===== config.mk =====
export PLATFORM = sky130hd
export DESIGN_NAME = sem_bank
export DESIGN_NICKNAME = d
export VERILOG_FILES = /design/src/rtl/sem_bank_pkg.sv /design/src/rtl/sem_bank_ctrl.sv /design/src/rtl/sem_bank_arb.sv /design/src/rtl/sem_bank_flags.sv /design/src/rtl/sem_bank.sv
export SDC_FILE = /design/constraint.sdc
export NUM_CORES = 1
export LEC_CHECK = 0
export BUFFER_PORTS_ARGS = -buffer_cell sky130_fd_sc_hd__buf_4
export CAP_MARGIN = 25
export CELL_PAD_IN_SITES_DETAIL_PLACEMENT = 0
export CELL_PAD_IN_SITES_GLOBAL_PLACEMENT = 1
export CORE_ASPECT_RATIO = 1.2
export CORE_MARGIN = 1.5
export CORE_UTILIZATION = 46
export CTS_CLUSTER_SIZE = 14
export DETAILED_ROUTE_END_ITERATION = 10
export GPL_ROUTABILITY_DRIVEN = 1
export MAX_ROUTING_LAYER = met4
export PLACE_DENSITY_LB_ADDON = 0.1
export SYNTH_ARGS = -nofsm -noshare
export SYNTH_HDL_FRONTEND = slang
export SYNTH_HIERARCHICAL = 1
export SYNTH_SLANG_ARGS = --single-unit

===== constraint.sdc =====
create_clock -name clk -period 1.56 [get_ports clk]
set_input_delay 0.312 -clock clk [delete_from_list [all_inputs] [get_ports clk]]
set_output_delay 0.312 -clock clk [all_outputs]
set_load 0.02 [all_outputs]

===== src/rtl/sem_bank_pkg.sv =====
package sem_bank_pkg;

  localparam int SemCount = 8;
  localparam int SemIdxW  = $clog2(SemCount);

  // Strobes handed from a port's control decode to the flag datapath
  typedef struct packed {
    logic                wrEn;    // qualified write this cycle
    logic                rdEn;    // qualified read this cycle
    logic                reqSet;  // value to load into the request register
    logic [SemIdxW-1:0]  idx;     // flag addressed (read mux)
    logic [SemCount-1:0] sel;     // one-hot flag select (write decode)
  } portOp_t;

endpackage


===== src/rtl/sem_bank_ctrl.sv =====
module sem_bank_ctrl
  import sem_bank_pkg::*;
(
  input  logic               cs,
  input  logic               wr,
  input  logic               rd,
  input  logic [SemIdxW-1:0] idx,
  input  logic               din,
  output portOp_t            op
);

  logic [SemCount-1:0] selDec;

  always_comb begin
    for (int i = 0; i < SemCount; i++) begin
      selDec[i] = (idx == SemIdxW'(i));
    end
  end

  always_comb begin
    op.wrEn   = cs & wr;
    op.rdEn   = cs & rd;
    op.reqSet = ~din;
    op.idx    = idx;
    op.sel    = selDec;
  end

  always_comb begin
    if (cs) begin
      AST_SEL_ONEHOT: assert ($countones(selDec) == 1);
    end
  end

endmodule


===== src/rtl/sem_bank_arb.sv =====
module sem_bank_arb (
  input  logic clk,
  input  logic rstN,
  input  logic reqL,
  input  logic reqR,
  output logic grantL,
  output logic grantR
);

  logic grantLNext;
  logic grantRNext;

  // Left is blocked only by a right owner that still requests;
  // right yields to whatever left will hold next.
  always_comb begin
    grantLNext = reqL & ~(grantR & reqR);
    grantRNext = reqR & ~grantLNext;
  end

  always_ff @(posedge clk or negedge rstN) begin
    if (!rstN) begin
      grantL <= 1'b0;
      grantR <= 1'b0;
    end else begin
      grantL <= grantLNext;
      grantR <= grantRNext;
    end
  end

  AST_MUTEX: assert property (@(posedge clk) disable iff (!rstN)
    !(grantL && grantR));

  AST_LEFT_WINS: assert property (@(posedge clk) disable iff (!rstN)
    reqL && reqR && !grantL && !grantR |=> grantL && !grantR);

  AST_HANDOVER_TO_LEFT: assert property (@(posedge clk) disable iff (!rstN)
    reqL && grantR && !reqR |=> grantL);

  AST_HANDOVER_TO_RIGHT: assert property (@(posedge clk) disable iff (!rstN)
    reqR && grantL && !reqL |=> grantR);

  AST_GRANT_L_NEEDS_REQ: assert property (@(posedge clk) disable iff (!rstN)
    grantL |-> $past(reqL));

  AST_GRANT_R_NEEDS_REQ: assert property (@(posedge clk) disable iff (!rstN)
    grantR |-> $past(reqR));

endmodule


===== src/rtl/sem_bank_flags.sv =====
module sem_bank_flags
  import sem_bank_pkg::*;
(
  input  logic    clk,
  input  logic    rstN,
  input  portOp_t opL,
  input  portOp_t opR,
  output logic    doutL,
  output logic    doutR
);

  logic [SemCount-1:0] reqL;
  logic [SemCount-1:0] reqR;
  logic [SemCount-1:0] grantL;
  logic [SemCount-1:0] grantR;

  // Per-port request registers
  always_ff @(posedge clk or negedge rstN) begin
    if (!rstN) begin
      reqL <= '0;
      reqR <= '0;
    end else begin
      for (int i = 0; i < SemCount; i++) begin
        if (opL.wrEn && opL.sel[i]) reqL[i] <= opL.reqSet;
        if (opR.wrEn && opR.sel[i]) reqR[i] <= opR.reqSet;
      end
    end
  end

  // One grant stage per flag
  for (genvar g = 0; g < SemCount; g++) begin : g_arb
    sem_bank_arb u_arb (
      .clk    (clk),
      .rstN   (rstN),
      .reqL   (reqL[g]),
      .reqR   (reqR[g]),
      .grantL (grantL[g]),
      .grantR (grantR[g])
    );
  end

  // Read registers: 0 = owned by this port
  always_ff @(posedge clk or negedge rstN) begin
    if (!rstN) begin
      doutL <= 1'b1;
      doutR <= 1'b1;
    end else begin
      if (opL.rdEn) doutL <= ~grantL[opL.idx];
      if (opR.rdEn) doutR <= ~grantR[opR.idx];
    end
  end

  AST_REQ_L_LOADS: assert property (@(posedge clk) disable iff (!rstN)
    opL.wrEn |=> reqL[$past(opL.idx)] == $past(opL.reqSet));

  AST_REQ_R_LOADS: assert property (@(posedge clk) disable iff (!rstN)
    opR.wrEn |=> reqR[$past(opR.idx)] == $past(opR.reqSet));

  AST_REQ_L_QUIET: assert property (@(posedge clk) disable iff (!rstN)
    !opL.wrEn |=> $stable(reqL));

  AST_REQ_R_QUIET: assert property (@(posedge clk) disable iff (!rstN)
    !opR.wrEn |=> $stable(reqR));

  AST_DOUT_L_HOLD: assert property (@(posedge clk) disable iff (!rstN)
    !opL.rdEn |=> $stable(doutL));

  AST_DOUT_R_HOLD: assert property (@(posedge clk) disable iff (!rstN)
    !opR.rdEn |=> $stable(doutR));

  AST_NOT_BOTH_OWN: assert property (@(posedge clk) disable iff (!rstN)
    (grantL & grantR) == '0);

endmodule


===== src/rtl/sem_bank.sv =====
module sem_bank
  import sem_bank_pkg::*;
(
  input  logic               clk,
  input  logic               rstN,
  input  logic               lCs,
  input  logic               lWr,
  input  logic               lRd,
  input  logic [SemIdxW-1:0] lIdx,
  input  logic               lDin,
  output logic               lDout,
  input  logic               rCs,
  input  logic               rWr,
  input  logic               rRd,
  input  logic [SemIdxW-1:0] rIdx,
  input  logic               rDin,
  output logic               rDout
);

  portOp_t opL;
  portOp_t opR;

  sem_bank_ctrl u_ctrlL (
    .cs  (lCs),
    .wr  (lWr),
    .rd  (lRd),
    .idx (lIdx),
    .din (lDin),
    .op  (opL)
  );

  sem_bank_ctrl u_ctrlR (
    .cs  (rCs),
    .wr  (rWr),
    .rd  (rRd),
    .idx (rIdx),
    .din (rDin),
    .op  (opR)
  );

  sem_bank_flags u_flags (
    .clk   (clk),
    .rstN  (rstN),
    .opL   (opL),
    .opR   (opR),
    .doutL (lDout),
    .doutR (rDout)
  );

endmodule


==> flow_metrics.py, run 1 <==
metrics = {
    "status": {
        "outcome": "finished, final reports clean",
    },
    "worst_setup_path": {
        "cp_data_arrival_time_ns": 1.49,
        "critPathCaptureType": "flop",
        "timing_worst_setup_path_type": "reg2reg",
        "cp-start-kind": "flop",
        "critPathRequiredTime_ns": 1.77,
        "r2r_start": "u_flags/g_arb[5].u_arb/grantR",
        "r2r_slack_ns": 0.28,
        "worst_r2r_path_depth": 3,
        "rr_endpoint": "u_flags/doutR",
        "crit_fanout": 3,
    },
    "power": {
        "power.leakage_nw": 0.8583,
        "power_density_nw_per_um2": 1294,
        "vdd_drop_max_uv": 942.6,
    },
    "finish": {
        "diodes": 0,
        "syn2layout_area_growth_pct": 12.23,
        "finish.net_count": 165,
        "drive_above_1_share_pct": 26.67,
        "final_cell_mix": "32 x dfrtp_1, 17 x buf_4, 16 x nand2_1, 16 x a21boi_1, 14 x mux2_1",
        "utilization_pct": 54.55,
        "layout_commonest_cell": "dfrtp_1",
        "fillers": 300,
    },
    "global_routing": {
        "gr-total-overflow": 0,
        "grt_pass1_wl_mm": 4.754,
        "grt_max_degree": 35,
        "grt_pass1_vias": 1028,
        "grtUsageTotal_pct": 17.27,
        "antenna_found_initial": 0,
    },
    "cts": {
        "cts_sinks": 34,
        "cts_tree": "done",
        "htreeDepth": 2,
        "cts_resized": 0,
        "root_buffer": "clkbuf_8",
        "cts.reportedPaths.clkPinSlew_ns": 0.06,
        "clock_latency_ns": 0.28,
        "cts_buffers": 5,
        "cts.path.max_buffers": 2,
    },
    "placement": {
        "place_hpwl_mm": 1.938,
        "io_buffers": 17,
        "gp_congestion": 0.7081,
    },
    "die": {
        "rows": 23,
        "die_width_um": 57.45,
        "core_area_sq_um": 3367,
        "io_pins": 18,
        "start_util_pct": 48.61,
        "die_y_um": 68.34,
        "dieArea_sq_um": 3926,
    },
    "sta": {
        "setup_viol_count_final": 0,
        "fmax_mhz": 781.1,
        "fin_crit_sh_pct": 82.07,
        "slew_headroom_pct": 72.37,
        "setup_tns_ns": 0,
        "slew_viol_final": 0,
        "hold_viol": 0,
        "rsz0062_at_grt": "no",
        "tightest_slew_ns": 0.4145,
        "layout_min_cycle_time_ns": 1.280,
        "fin_worst_skew_ns": 0.002841,
    },
    "min_path": {
        "worstHoldStart": "lCs",
        "hold_path_class": "in2reg",
        "min_path_cells": 3,
        "min_to": "u_flags/doutL",
    },
    "routing": {
        "ant_nets": 0,
        "wl_per_cell_um": 14.53,
        "route.detailed.drc": 0,
        "vias": 938,
        "initialDrtViolationCount": 30,
        "totalWireLength_mm": 2.718,
        "drtPass1Iterations": 4,
        "via_per_inst": 5.016,
    },
    "synthesis": {
        "synth_seq_area_share_pct": 52.14,
        "syn_area_sq_um": 1637,
        "synth_cells": 134,
        "ys_types": 18,
        "syn_area_per_cell_sq_um": 12.21,
        "syn_nets": 150,
        "synth_warnings": 6,
        "ys_seq_elements": 34,
    },
    "job": {
        "cap_violations": 0,
    },
}
==> cell type report <==
class                           count  area (sq um)  area share, %
Sequential cell                    34         853.3          46.46
Multi-Input combinational cell     80         670.6          36.51
Timing Repair Buffer               18         137.6          7.493
Clock buffer                        7         86.33          4.700
Tap cell                           37         46.29          2.520
Inverter                           10         37.54          2.044
Clock inverter                      1         5.005         0.2725
==> per-layer routing <==
metal / vias to the layer above / GRT usage, % / routed length (um)
li1: 480 / - / -
met1: 440 / 20.00 / 1261
met2: 16 / 26.85 / 1328
met3: 2 / 6.427 / 103
met4: 0 / 7.849 / 24
met5: - / - / 0
==> worst max-delay path by stage <==
stage | startpoint | endpoint | slack (ns) | cells past startpoint
3_5_place_dp | rIdx[0] | u_flags/doutR | 0.14 | 4
5_1_grt | u_flags/g_arb[6].u_arb/grantR | u_flags/doutR | 0.23 | 3
4_1_cts | u_flags/doutL | lDout | 0.29 | 1
3_3_place_gp | rIdx[0] | u_flags/doutR | 0.18 | 4
2_1_floorplan | rIdx[0] | u_flags/doutR | 0.13 | 5
6_report | u_flags/g_arb[5].u_arb/grantR | u_flags/doutR | 0.28 | 3
==> synth_stat cells, drive strengths merged <==
| library cell | n | area share [%] |
|---|---|---|
| dfrtp | 32 | 49 |
| mux2 | 18 | 13 |
| a21boi | 16 | 7.3 |
| nand2 | 16 | 3.7 |
| inv | 10 | 2.3 |
| buf | 8 | 4.1 |
| mux2i | 8 | 4.9 |
| and3b | 6 | 3.7 |
| nor3b | 6 | 2.8 |
| and2 | 4 | 1.5 |
| and3 | 2 | 0.92 |
| clkbuf | 2 | 0.46 |
| dfstp | 2 | 3.2 |
| mux4 | 2 | 2.8 |
| nor3 | 2 | 0.61 |
==> through the flow <==
step / setup WS [ns] / hold slack (ns) / cell area, sq um / std cells / power [mW]
after floorplan: 0.1320 / 0.01641 / 1637 / 134 / 1.580
after global placement: 0.1776 / 0.2774 / 1735 / 178 / 1.742
after detailed placement: 0.1382 / 0.2795 / 1735 / 178 / 1.752
after CTS: 0.2894 / 0.4123 / 1837 / 187 / 2.414
after global routing: 0.2332 / 0.4080 / 1837 / 187 / 2.519
final: 0.2797 / 0.4208 / 1837 / 187 / 2.377
==> sequential cells by signal (all words and copies together) (netlist names) <==
name                        cells
u_flags/doutR                   1
u_flags/g_arb.u_arb/grantL      8
u_flags/doutL                   1
u_flags/g_arb.u_arb/grantR      8
u_flags/reqL                    8
u_flags/reqR                    8
==> cells by family (layout without fill, tap and decap cells) <==
kind of cell / after synthesis / in the layout / share of synthesized area [%]
compound gates: 16 / 16 / 7.340
buf+inv: 20 / 36 / 6.881
flops: 34 / 34 / 52.14
mux: 28 / 28 / 20.49
simple gates: 36 / 36 / 13.15
==> report_power, final <==
group | internal, mW | leakage, nW | total [mW] | switching, mW
Combinational | 0.266 | 0.391 | 0.449 | 0.183
Clock | 0.355 | 0.0482 | 0.644 | 0.289
Sequential | 1.13 | 0.419 | 1.28 | 0.156
==> timing repair <==
action	in CTS	in global routing
endpoints found under the hold margin	32	0
hold buffers	1	0
setup buffers	0	0
endpoints found under the setup margin	0	0
==> critical path: stages (launching register included) <==
cell	delay (ns)
dfrtp_1	0.39
mux2i_1	0.10
mux4_2	0.46
mux2_4	0.27
Note: power is estimated with default switching activity, not from simulation.
==> run 2, diff against run 1 <==
Clock period 1.56 ns to 1.3 ns, I/O delays scaled along.
==> flow_metrics.py, run 2 (same netlist as run 1, synthesis figures left out) <==
metrics = {
    "cts": {
        "cts.reportedPaths.clkPinSlew_ns": 0.06,
        "cts.path.max_buffers": 2,
        "root_buffer": "clkbuf_8",
        "cts_buffers": 5,
        "cts_tree": "done",
        "cts_sinks": 34,
        "cts_resized": 0,
        "htreeDepth": 2,
        "clock_latency_ns": 0.28,
    },
    "global_routing": {
        "gr-total-overflow": 0,
        "met3_usage_pct": 6.427,
        "antenna_found_initial": 0,
        "grt_pass1_vias": 1005,
        "grtUsageTotal_pct": 18.19,
        "busiest_layer": "met2",
        "grt_use_met2_pct": 28.13,
        "use_met1_pct": 21.59,
        "grt_pass1_wl_mm": 4.933,
        "grt_max_degree": 35,
    },
    "sta": {
        "slew_headroom_pct": 70.85,
        "slew_viol_final": 0,
        "fin_ws_ns": 0.02389,
        "fmax_mhz": 783.6,
        "fin_worst_skew_ns": 0.003016,
        "rsz0062_at_grt": "yes",
        "setup_viol_count_final": 0,
        "setup_tns_ns": 0,
        "hold_viol": 0,
        "fin_crit_sh_pct": 98.16,
        "tightest_slew_ns": 0.4372,
        "layout_min_cycle_time_ns": 1.276,
    },
    "routing": {
        "drtPass1Iterations": 4,
        "wl_per_cell_um": 15.40,
        "initialDrtViolationCount": 21,
        "route.detailed.drc": 0,
        "ant_nets": 0,
        "via_per_inst": 5.296,
        "vias": 1001,
        "totalWireLength_mm": 2.911,
    },
    "finish": {
        "final_cells": 189,
        "diodes": 0,
        "fillers": 306,
        "layout_commonest_cell": "dfrtp_1",
        "syn2layout_area_growth_pct": 12.46,
        "finish.net_count": 167,
        "utilization_pct": 54.66,
        "drive_above_1_share_pct": 26.32,
        "final_cell_mix": "32 x dfrtp_1, 19 x buf_4, 16 x nand2_1, 16 x a21boi_1, 14 x mux2_1",
    },
    "worst_setup_path": {
        "critPathRequiredTime_ns": 1.51,
        "timing_worst_setup_path_type": "reg2reg",
        "cp_data_arrival_time_ns": 1.49,
        "r2r_start": "u_flags/g_arb[1].u_arb/grantR",
        "r2r_slack_ns": 0.02,
        "critPathCaptureType": "flop",
        "crit_fanout": 3,
        "critPathLaunch": "u_flags/g_arb[1].u_arb/grantR",
        "cp-start-kind": "flop",
    },
    "power": {
        "vdd_drop_max_uv": 1048,
        "power_density_nw_per_um2": 1532,
        "power.leakage_nw": 0.8592,
    },
    "die": {
        "die_y_um": 68.34,
        "dieArea_sq_um": 3926,
        "rows": 23,
        "start_util_pct": 48.61,
        "core_area_sq_um": 3367,
        "io_pins": 18,
        "die_width_um": 57.45,
    },
    "placement": {
        "gp_congestion": 0.7199,
        "place_hpwl_mm": 2.071,
        "place_inst": 180,
        "dp_slack_ns": -0.02974,
        "io_buffers": 17,
    },
    "status": {
        "outcome": "finished, final reports clean",
    },
    "min_path": {
        "hold_path_class": "in2reg",
        "worstHoldStart": "lCs",
    },
    "job": {
        "cap_violations": 0,
    },
}
run 2: cell type report:
type                       count  area [sq um]  share of cell area (%)
inverter                      10         37.54                   2.039
sequential                    34         853.3                   46.36
clock buffer                   8         80.08                   4.351
tap                           37         46.29                   2.515
multi-input combinational     80         670.6                   36.44
timing repair buffer          20         152.6                   8.294
run 2: power breakdown:
group / switching [mW] / total (mW) / internal [mW]
clock network: 0.348 / 0.728 / 0.380
registers: 0.195 / 1.55 / 1.35
logic: 0.219 / 0.542 / 0.323
run 2: critical path, stage by stage, from the launching register on:
cell     delay [ns]
dfrtp_1        0.39
mux2i_1        0.10
mux4_2         0.45
mux2_4         0.26
run 2: final timing paths:
check                                                end  depth (start not counted)
hold reg to reg            u_flags/g_arb[3].u_arb/grantL                          1
max in group asynchronous                  u_flags/doutL                          2
min in group asynchronous                u_flags/reqR[1]                          2
setup / recovery                           u_flags/doutR                          3
setup reg to reg                           u_flags/doutR                          3
hold / removal                             u_flags/doutL                          3
run 2: per-layer routing:
metal  vias to the layer above  routed length, um
met5                         -                  0
met1                       497               1352
met2                        14               1385
met3                         6                119
met4                         0                 54
li1                        484                  -
run 2: per-stage QoR:
stage / hold slack, ns / area (sq um) / total power [mW]
after detailed placement: 0.2347 / 1750 / 2.122
after CTS: 0.3665 / 1841 / 2.867
final: 0.3772 / 1841 / 2.819
after global placement: 0.2277 / 1750 / 2.096
after global routing: 0.3618 / 1841 / 3.012
after floorplan: -0.03559 / 1644 / 1.897
run 2: timing repair:
item / CTS / global route
setup buffers: 0 / 0
setup endpoints to repair: 0 / 1
hold buffers: 1 / 0
endpoints found under the hold margin: 32 / 0
